$ cat src/rtl/steer_pkg.sv
package steer_pkg;

   typedef enum logic [3:0] {
      RS_CMP    = 4'd0,
      RS_MASK1  = 4'd1,
      RS_MASK2  = 4'd2,
      RS_ARRAY  = 4'd3,
      RS_INSTR  = 4'd4,
      RS_STATUS = 4'd5,
      RS_CTRL   = 4'd6,
      RS_PAGE   = 4'd7,
      RS_SEGCTL = 4'd8,
      RS_ADDR   = 4'd9,
      RS_NFREE  = 4'd10,
      RS_DEVSEL = 4'd11,
      RS_PSRD   = 4'd12,
      RS_PDRD   = 4'd13
   } res_e;

   localparam logic [7:0] OP_SPS = 8'h01;
   localparam logic [7:0] OP_SPD = 8'h02;
   localparam logic [7:0] OP_TCO = 8'h03;

   function automatic res_e tco_target(input logic [2:0] t);
      case (t)
         3'd0:    return RS_CTRL;
         3'd1:    return RS_PAGE;
         3'd2:    return RS_SEGCTL;
         3'd3:    return RS_ADDR;
         3'd4:    return RS_NFREE;
         3'd5:    return RS_DEVSEL;
         3'd6:    return RS_PSRD;
         default: return RS_PDRD;
      endcase
   endfunction

   function automatic logic is_local(input res_e r);
      return (r == RS_SEGCTL) || (r == RS_PSRD) || (r == RS_PDRD);
   endfunction

endpackage

$ cat src/rtl/steer_decode.sv
module steer_decode #(
   parameter int DW = 16
) (
   input  logic [DW-1:0] word,
   output logic          hit_sps,
   output logic          hit_spd,
   output logic          hit_tco,
   output logic [2:0]    arg
);
   import steer_pkg::*;

   logic upper_zero;

   generate
      if (DW > 16) begin : g_wide
         assign upper_zero = ~|word[DW-1:16];
      end else begin : g_exact
         assign upper_zero = 1'b1;
      end
   endgenerate

   always_comb begin
      hit_sps = upper_zero && (word[15:8] == OP_SPS) && (word[7:2] == 6'd0);
      hit_spd = upper_zero && (word[15:8] == OP_SPD) && (word[7:2] == 6'd0);
      hit_tco = upper_zero && (word[15:8] == OP_TCO) && (word[7:3] == 5'd0);
      arg     = word[2:0];
   end

endmodule

$ cat src/rtl/steer_segctr.sv
module steer_segctr #(
   parameter int SEGS = 4,
   localparam int SEG_W = $clog2(SEGS)
) (
   input  logic             clk,
   input  logic             rst_n,
   input  logic             load,
   input  logic [SEG_W-1:0] load_start,
   input  logic [SEG_W-1:0] load_end,
   input  logic             step,
   output logic [SEG_W-1:0] cnt,
   output logic [SEG_W-1:0] seg_start,
   output logic [SEG_W-1:0] seg_end
);
   localparam logic [SEG_W-1:0] LAST = SEG_W'(SEGS - 1);

   always_ff @(posedge clk) begin
      if (!rst_n) begin
         cnt       <= '0;
         seg_start <= '0;
         seg_end   <= LAST;
      end else if (load) begin
         cnt       <= load_start;
         seg_start <= load_start;
         seg_end   <= load_end;
      end else if (step) begin
         if (cnt == seg_end) cnt <= seg_start;
         else                cnt <= cnt + 1'b1;
      end
   end

endmodule

$ cat src/rtl/steer_route.sv
module steer_route #(
   parameter int DW = 16,
   parameter int SEGS = 4,
   localparam int SEG_W = $clog2(SEGS)
) (
   input  logic                 cyc_valid,
   input  logic                 cyc_cmd,
   input  logic                 cyc_wr,
   input  logic                 ovr_on,
   input  steer_pkg::res_e      ovr_tgt,
   input  logic [1:0]           src,
   input  logic [1:0]           dst,
   input  logic [SEG_W-1:0]     seg_start,
   input  logic [SEG_W-1:0]     seg_end,
   input  logic [DW-1:0]        res_rdata,
   output steer_pkg::res_e      sel,
   output logic                 rd_en,
   output logic                 wr_en,
   output logic [DW-1:0]        rdata_out
);
   import steer_pkg::*;

   logic          local_hit;
   logic [DW-1:0] local_val;

   always_comb begin
      sel = RS_CMP;
      if (cyc_valid) begin
         if (!cyc_cmd)    sel = cyc_wr ? res_e'({2'b00, dst}) : res_e'({2'b00, src});
         else if (ovr_on) sel = ovr_tgt;
         else             sel = cyc_wr ? RS_INSTR : RS_STATUS;
      end
   end

   always_comb begin
      local_hit = cyc_valid && is_local(sel);
      rd_en     = cyc_valid && !cyc_wr && !local_hit;
      wr_en     = cyc_valid &&  cyc_wr && !local_hit;
   end

   always_comb begin
      local_val = '0;
      case (sel)
         RS_PSRD:   local_val[1:0] = src;
         RS_PDRD:   local_val[1:0] = dst;
         RS_SEGCTL: local_val[2*SEG_W-1:0] = {seg_end, seg_start};
         default:   local_val = '0;
      endcase
      if (!cyc_valid || cyc_wr) rdata_out = '0;
      else if (local_hit)       rdata_out = local_val;
      else                      rdata_out = res_rdata;
   end

endmodule

$ cat src/rtl/steer_unit.sv
module steer_unit #(
   parameter int DW = 16,
   parameter int SEGS = 4,
   localparam int SEG_W = $clog2(SEGS)
) (
   input  logic             clk,
   input  logic             rst_n,
   input  logic             cyc_valid,
   input  logic             cyc_cmd,
   input  logic             cyc_wr,
   input  logic [DW-1:0]    din,
   output logic [DW-1:0]    dout,
   output logic [3:0]       res_sel,
   output logic             res_rd_en,
   output logic             res_wr_en,
   output logic [SEG_W-1:0] res_seg,
   output logic [DW-1:0]    res_wdata,
   input  logic [DW-1:0]    res_rdata
);
   import steer_pkg::*;

   initial begin
      if (DW < 16) $error("steer_unit: DW must be at least 16");
      if (SEGS < 2 || (SEGS & (SEGS - 1)) != 0) $error("steer_unit: SEGS must be a power of two >= 2");
      if (2 * SEG_W > DW) $error("steer_unit: segment control word does not fit DW");
   end

   logic [1:0]       src_q, dst_q;
   logic             ovr_q;
   res_e             ovr_tgt_q;
   logic             hit_sps, hit_spd, hit_tco;
   logic [2:0]       arg;
   res_e             sel;
   logic [SEG_W-1:0] seg_start, seg_end;
   logic             seg_load, seg_step;
   logic             cmd_wr, cmd_any;

   steer_decode #(.DW(DW)) u_dec (
      .word    (din),
      .hit_sps (hit_sps),
      .hit_spd (hit_spd),
      .hit_tco (hit_tco),
      .arg     (arg)
   );

   steer_route #(.DW(DW), .SEGS(SEGS)) u_route (
      .cyc_valid (cyc_valid),
      .cyc_cmd   (cyc_cmd),
      .cyc_wr    (cyc_wr),
      .ovr_on    (ovr_q),
      .ovr_tgt   (ovr_tgt_q),
      .src       (src_q),
      .dst       (dst_q),
      .seg_start (seg_start),
      .seg_end   (seg_end),
      .res_rdata (res_rdata),
      .sel       (sel),
      .rd_en     (res_rd_en),
      .wr_en     (res_wr_en),
      .rdata_out (dout)
   );

   always_comb begin
      cmd_any  = cyc_valid && cyc_cmd;
      cmd_wr   = cmd_any && cyc_wr;
      seg_load = cmd_wr && ovr_q && (ovr_tgt_q == RS_SEGCTL);
      seg_step = cyc_valid && !cyc_cmd;
   end

   steer_segctr #(.SEGS(SEGS)) u_seg (
      .clk        (clk),
      .rst_n      (rst_n),
      .load       (seg_load),
      .load_start (din[SEG_W-1:0]),
      .load_end   (din[2*SEG_W-1:SEG_W]),
      .step       (seg_step),
      .cnt        (res_seg),
      .seg_start  (seg_start),
      .seg_end    (seg_end)
   );

   always_ff @(posedge clk) begin
      if (!rst_n) begin
         src_q     <= 2'd0;
         dst_q     <= 2'd0;
         ovr_q     <= 1'b0;
         ovr_tgt_q <= RS_CTRL;
      end else if (cmd_any) begin
         if (ovr_q) begin
            ovr_q <= 1'b0;
            if (cyc_wr && ovr_tgt_q == RS_PSRD) src_q <= din[1:0];
            if (cyc_wr && ovr_tgt_q == RS_PDRD) dst_q <= din[1:0];
         end else if (cyc_wr) begin
            if (hit_sps) src_q <= arg[1:0];
            if (hit_spd) dst_q <= arg[1:0];
            if (hit_tco) begin
               ovr_q     <= 1'b1;
               ovr_tgt_q <= tco_target(arg);
            end
         end
      end
   end

   assign res_sel   = sel;
   assign res_wdata = (cyc_valid && cyc_wr) ? din : '0;

endmodule

$ cat config.mk
export PLATFORM = sky130hd
export DESIGN_NAME = steer_unit
export DESIGN_NICKNAME = d
export VERILOG_FILES = /design/src/rtl/steer_pkg.sv /design/src/rtl/steer_decode.sv /design/src/rtl/steer_segctr.sv /design/src/rtl/steer_route.sv /design/src/rtl/steer_unit.sv
export SDC_FILE = /design/constraint.sdc
export NUM_CORES = 1
export LEC_CHECK = 0
export BUFFER_PORTS_ARGS = -buffer_cell sky130_fd_sc_hd__buf_2
export CAP_MARGIN = 0
export CORE_MARGIN = 1
export CORE_UTILIZATION = 40
export CTS_BUF_LIST = sky130_fd_sc_hd__clkbuf_2 sky130_fd_sc_hd__clkbuf_4 sky130_fd_sc_hd__clkbuf_8
export CTS_CLUSTER_DIAMETER = 50
export DETAILED_ROUTE_END_ITERATION = 16
export PLACE_DENSITY_LB_ADDON = 0.15
export SYNTH_ARGS = -nofsm -noshare
export SYNTH_HDL_FRONTEND = slang
export SYNTH_SLANG_ARGS = --single-unit
$ cat constraint.sdc
create_clock -name clk -period 2.2 [get_ports clk]
set_clock_uncertainty 0.1 [all_clocks]
set_input_delay 0.22 -clock clk [delete_from_list [all_inputs] [get_ports clk]]
set_output_delay 0.22 -clock clk [all_outputs]
set_load 0.03 [all_outputs]
* Yosys cells after proc, flatten, opt, wreduce, memory -nomap -nowiden *
Cells that the tools add are included.
W data, S select, Z words.

word-level totals
  bits in registers = 15
  latch bits = 0
  memory bits (writable) = 0
  bits in read-only memories = 0
  memories kept = 0

operators by class
  $add $sub $neg = 1
  $mul = 0
  div/mod/pow operators = 0
  magnitude comparators = 0
  equal/unequal tests = 18
  shift-type cells = 0
  muxes and demuxes = 25
  bitwise gates (word level) = 1
  reduce and logical (&&, ||, !) cells = 32

operators by type and width
  kind                   count
  $mux W16               3
  $pmux W4 S7            1
  $mux W2                13
  $eq A4 B4 Y1 const B   6
  $eq A8 B2 Y1 const B   2
  $logic_and A1 B1 Y1    15
  $mux W4                3
  $reduce_and A4 Y1      3
  $eq A3 B3 Y1 const B   3
  $eq A8 B1 Y1 const B   1
  $reduce_bool A2 Y1     4
  $eq A3 B2 Y1 const B   2
  $logic_not A6 Y1       1
  $pmux W2 S3            1
  $logic_not A5 Y1       1
  $logic_not A1 Y1       4
  $mux W1                4
  $ne A2 B1 Y1 const B   2
  $eq A3 B1 Y1 const B   1
  $logic_not A3 Y1       1
  $logic_or A1 B1 Y1     3
  $add A2 B1 Y2 const B  1
  $eq A2 B2 Y1           1
  $not A1 Y1             1

* Longest topological paths before layout *
  depth in word-level cells = 10
  mapped depth = 6
  depth with buffers taken out = 4

* By module *
From an unflattened synthesis, not the netlist that was laid out.

second synthesis, totals
  cell total of the unflattened synthesis = 166
  area, all modules = 1367.6 um^2

by module, submodules not included
  module        instances  cells each  area an instance (um^2)  sequential area each (um^2)
  steer_unit    1          67          570.5                    180.2
  steer_route   1          51          381.6                    0.0
  steer_segctr  1          35          314.1                    120.1
  steer_decode  1          13          101.3                    0.0

* Worst setup path before layout *
Ideal clock, no wire load.

  path kind = flip-flop to output port
  start point = register ovr_q
  end point = output port dout[10]
  arrival = 1779 ps
  setup slack = 101 ps
  stages on the path, launching flop included = 7
  buffers on the path = 2
  cell sequence = dfxtp_1 > buf_6 > nand4_1 > a211oi_1 > nor2_1 > clkbuf_1 > and2_1

between the ends
  word-level cells in the longest chain between the ends = 9
  elaborated cells on any way between the ends = 11
  classes of those cells = eq/ne: 3; mux: 5; reduce/logical: 3

ends and longest elaborated chain
  item                    RTL line           source
  from (decl)             steer_unit.sv:29   logic ovr_q;
  from (signal assigned)  steer_unit.sv:86   ovr_q <= 1'b0;
  from (signal assigned)  steer_unit.sv:90   ovr_q <= 1'b0;
  from (signal assigned)  steer_unit.sv:97   ovr_q <= 1'b1;
  $mux W4 *               steer_route.sv:30  else if (ovr_on) sel = ovr_tgt;
  $mux W4 *               steer_route.sv:29  if (!cyc_cmd) sel = cyc_wr ? res_e'({2'b00, dst}) : res_e'({2'b00, src});
  $mux W4 *               steer_route.sv:28  if (cyc_valid) begin
  $eq A4 B4 Y1            steer_pkg.sv:38    return (r == RS_SEGCTL) || (r == RS_PSRD) || (r == RS_PDRD);
  $logic_or A1 B1 Y1      steer_pkg.sv:38
  $logic_or A1 B1 Y1 *    steer_pkg.sv:38
  $logic_and A1 B1 Y1 *   steer_route.sv:36  local_hit = cyc_valid && is_local(sel);
  $mux W16 *              steer_route.sv:50  else if (local_hit) rdata_out = local_val;
  $mux W16 *              steer_route.sv:49  if (!cyc_valid || cyc_wr) rdata_out = '0;
  to (decl)               steer_unit.sv:12   output logic [DW-1:0] dout,

Mark *: on every way between the ends. The rest lies on a longest branch, timed or not.

* Worst setup path in the final report *
  start point = register src_q[0]
  end point = output port dout[1]

between the ends
  word-level cells in the longest chain between the ends = 9
  elaborated cells on any way between the ends = 12
  classes of those cells = eq/ne: 3; mux: 6; reduce/logical: 3

ends and longest elaborated chain
  item                             RTL line                            source
  from (decl)                      steer_unit.sv:28                    logic [1:0] src_q, dst_q;
  from (signal assigned)           steer_unit.sv:91                    if (cyc_wr && ovr_tgt_q == RS_PSRD) src_q <= din[1:0];
  from (signal assigned)           steer_unit.sv:94                    if (hit_sps) src_q <= arg[1:0];
  $mux W2 *                        steer_route.sv:29
  $mux W4 *                        steer_route.sv:29
  $mux W4 *                        steer_route.sv:28
  $eq A4 B4 Y1                     steer_pkg.sv:38, steer_route.sv:43
  $logic_or A1 B1 Y1 (2 in a row)  steer_pkg.sv:38
  $logic_and A1 B1 Y1              steer_route.sv:36
  $mux W16 *                       steer_route.sv:50
  $mux W16 *                       steer_route.sv:49

Marks and branches as above.

==> metrics.yaml <==
sta:
  fin_setup_tns_ns: 0
  fmax_mhz: 475.4
  finalCritPeriodShare_pct: 95.62
  rsz0062_at_grt: "no"
  setup_viol: 0
  tightest_slew_ns: 0.3203
  maxSlewViolCount: 0
  fin_hold_ws_ns: 0.1216
  maxSlewHeadroom_pct: 78.45
  final-hold-violation-count: 0
  layout_min_cycle_time_ns: 2.104
place:
  gp_congestion: 0.9095
  place_inst: 295
  port-buffer-count: 76
  post-dp-hpwl_um: 3063
floorplan:
  io_pins: 77
  rows: 20
  die_w_um: 58.71
  die_area_um2: 3446
  die_h_um: 58.71
  core_um2: 3053
  start_util_pct: 42.13
pwr:
  peakVddDrop_uv: 372.3
  clkPwrFrac_pct: 25.7
  leakagePower_nw: 0.9593
  power_frac_seq_pct: 42.6
  power_frac_comb_pct: 31.7
  intPower_w: 0.0004198
  power_density_nw_per_um2: 353.0
  swShare_pct: 35.11
  switchingPower_w: 0.0002272
routing:
  vias: 1560
  drc: 0
  finalWirelength_um: 4036
  dr.first_iter.drc_count: 71
  ant_nets: 0
  first_pass_iters: 4
  post_drt_via_cell_ratio: 5.200
  avgRoutedWirePerCell_um: 13.45
yosys:
  syn-instance-count: 174
  async_flop_share_pct: 0
  ys_ff_latch: 15
  synth_nets: 211
  postSynthAreaPerCell_um2: 7.392
  synth_top_area_share_pct: 23.35
  synth_top_area_cell: "dfxtp_1"
  synth-main-ff-cell: "dfxtp_1"
  syn-cell-area_um2: 1286
  synth_cell_types: 45
  yosysSeqAreaShare_pct: 23.35
  synth_edf_count: 0
  synth_area_leaders: "dfxtp_1, and3_1, mux2i_1"
  yosysWarningCount: 0
clocking:
  cts_tree: "yes"
  cts_root_buf: "clkbuf_4"
  clk_pin_slew_ns: 0.10
  clk_latency_ns: 0.29
  cts_buffers: 3
  clk_path_buf_depth: 2
  cts.sinks: 15
  hold_buffers: 0
  h-tree-depth: 1
global_routing:
  antenna_found_initial: 0
  grt_max_degree: 19
  grt_overflow: 0
  grt_use_total_pct: 22.95
  grt_pass1_vias: 1276
  grt_pass1_wl_um: 6003
job:
  cap_violations: 0
critical_path:
  cp_top_family: "multiplexers"
  required_ns: 1.88
  reg2reg_from: "ovr_q"
  critPathCaptureType: "primary output"
  r2r-end: "dst_q[0]"
  path_class: "reg -> out"
  cp_data_arrival_time_ns: 1.78
  crit_buf_inv: 1
  max_stage_delay_ns: 0.34
  startpoint: "src_q[0]"
  worstPathCellList: "mux2_2, a22oi_2, mux2i_1, o221a_2, clkbuf_4"
  cp_max_fo: 3
  reg2reg_slack_ns: 0.20
  rr_worst_depth: 4
  startpoint_type: "flip-flop"
  crit_slowest_cell: "dfxtp_1"
outcome:
  status: "completed"
hold_path:
  holdPathEnd: "u_seg.cnt[0]"
  holdPathStages: 3
  holdCritStartpoint: "din[0]"
  hold_path_class: "in -> reg"
layout:
  diodes: 0
  fin_nets: 294
  area_growth_pct: 42.51
  drive_above_1_share_pct: 41.80
  fillCellCount: 305
  fin_cells: 300
-- per-stage QoR --
step	utilization [%]	total power [W]	area, um^2	setup WS [ns]
after floorplan	-	0.0004010	1286	0.1006
after global placement	57.66	0.0004829	1760	0.09302
after detailed placement	57.66	0.0004832	1760	0.07837
after CTS	58.81	0.0006490	1795	0.008641
after global routing	60.04	0.0006848	1833	0.009052
final	60.04	0.0006470	1833	0.09644
-- power groups by stage --
| stage | clock network [W] | logic [W] | registers, W |
|---|---|---|---|
| after global routing | 0.000188 | 0.000220 | 0.000276 |
| after floorplan | 0 | 0.000116 | 0.000285 |
| after detailed placement | 0 | 0.000201 | 0.000282 |
| after global placement | 0 | 0.000201 | 0.000282 |
| final | 0.000166 | 0.000205 | 0.000275 |
| after CTS | 0.000172 | 0.000202 | 0.000275 |
-- state kept, by name, summed over array words and instances (netlist names) --
signal	cells
ovr_tgt_q	4
dst_q	2
src_q	2
u_seg.cnt	2
u_seg.seg_end	2
u_seg.seg_start	2
ovr_q	1
-- cells by family (layout without fill, tap and decap cells) --
kind of cell              after synthesis  count (layout)  synth area share [%]
and+or+nand+nor                        87              87                 39.20
muxes                                  10              10                 7.880
xor gates and xnor gates                2               2                 1.362
AOI/OAI and AO/OA                      41              41                 21.89
DFF                                    15              15                 23.35
buffers and inverters                  19             101                 6.322
-- worst max path at each step --
stage / cells past startpoint / to
floorplan: 6 / dout[10]
global placement: 5 / dst_q[0]
detailed placement: 5 / dst_q[1]
CTS: 6 / dout[1]
global route: 5 / dout[1]
finish: 5 / dout[1]
-- synth_stat cells (all sizes together) (2+ instances only) --
cell    count
inv         8
nand2b      6
or4         4
o211ai      5
a31oi       2
or3b        2
o41ai       2
o21ai      10
a21oi       6
mux2i       9
nor2b       5
nor4        2
nand3       4
and3       17
and2       13
nand4       3
buf         2
a21boi      4
nor2        8
nand2      19
dfxtp      15
clkbuf      9
-- what timing repair did --
action | 4_1_cts | 5_1_grt
endpoints found under the setup margin | 1 | 16
resized for setup | 1 | 12
pin swaps | 0 | 3
buffers inserted | 0 | 1
-- metal layers --
layer / track usage (%) / part of all wire [%] / vias up / wire length (um)
li1: - / - / 799 / -
met1: 31.08 / 45 / 695 / 1826
met2: 37.11 / 47 / 64 / 1910
met3: 5.055 / 6.8 / 2 / 274
met4: 5.782 / 0.62 / 0 / 25
met5: 0 / 0 / - / 0
-- layout make-up --
cell class / count / area, um^2 / area share [%]
inverters: 8 / 30.03 / 1.638
clock buffers: 3 / 22.52 / 1.229
well taps: 44 / 55.05 / 3.003
multi-input cells: 140 / 923.4 / 50.38
flip-flops and latches: 15 / 302.8 / 16.52
repair buffers: 89 / 491.7 / 26.83
clock inverters: 1 / 7.507 / 0.4096
-- cells in the final DEF (no fill, tap or decap), types with 2 or more instances in the layout --
cell      synthesis  final
a21boi_0          4      4
a21oi_1           6      6
a31oi_1           2      2
and2_1           13     13
and3_1           17     17
buf_2             1     72
buf_4             0     14
clkbuf_4          0      5
dfxtp_1          15     13
dfxtp_2           0      2
inv_1             8      8
mux2i_1           9      9
nand2_1          19     19
nand2b_1          6      5
nand3_1           4      4
nand4_1           3      3
nor2_1            8      8
nor2b_1           5      5
o211ai_1          5      5
o21ai_0          10     10
o41ai_1           2      2
or3b_2            2      2
or4_1             3      3
-- worst register-to-register path, stage by stage (launching register included) --
cell and delay [ns]:
dfxtp_2 0.34, or4b_4 0.53, or4_4 0.51, o31a_1 0.30
mux2i_1 0.13
Power figures use the tool's default switching activity.
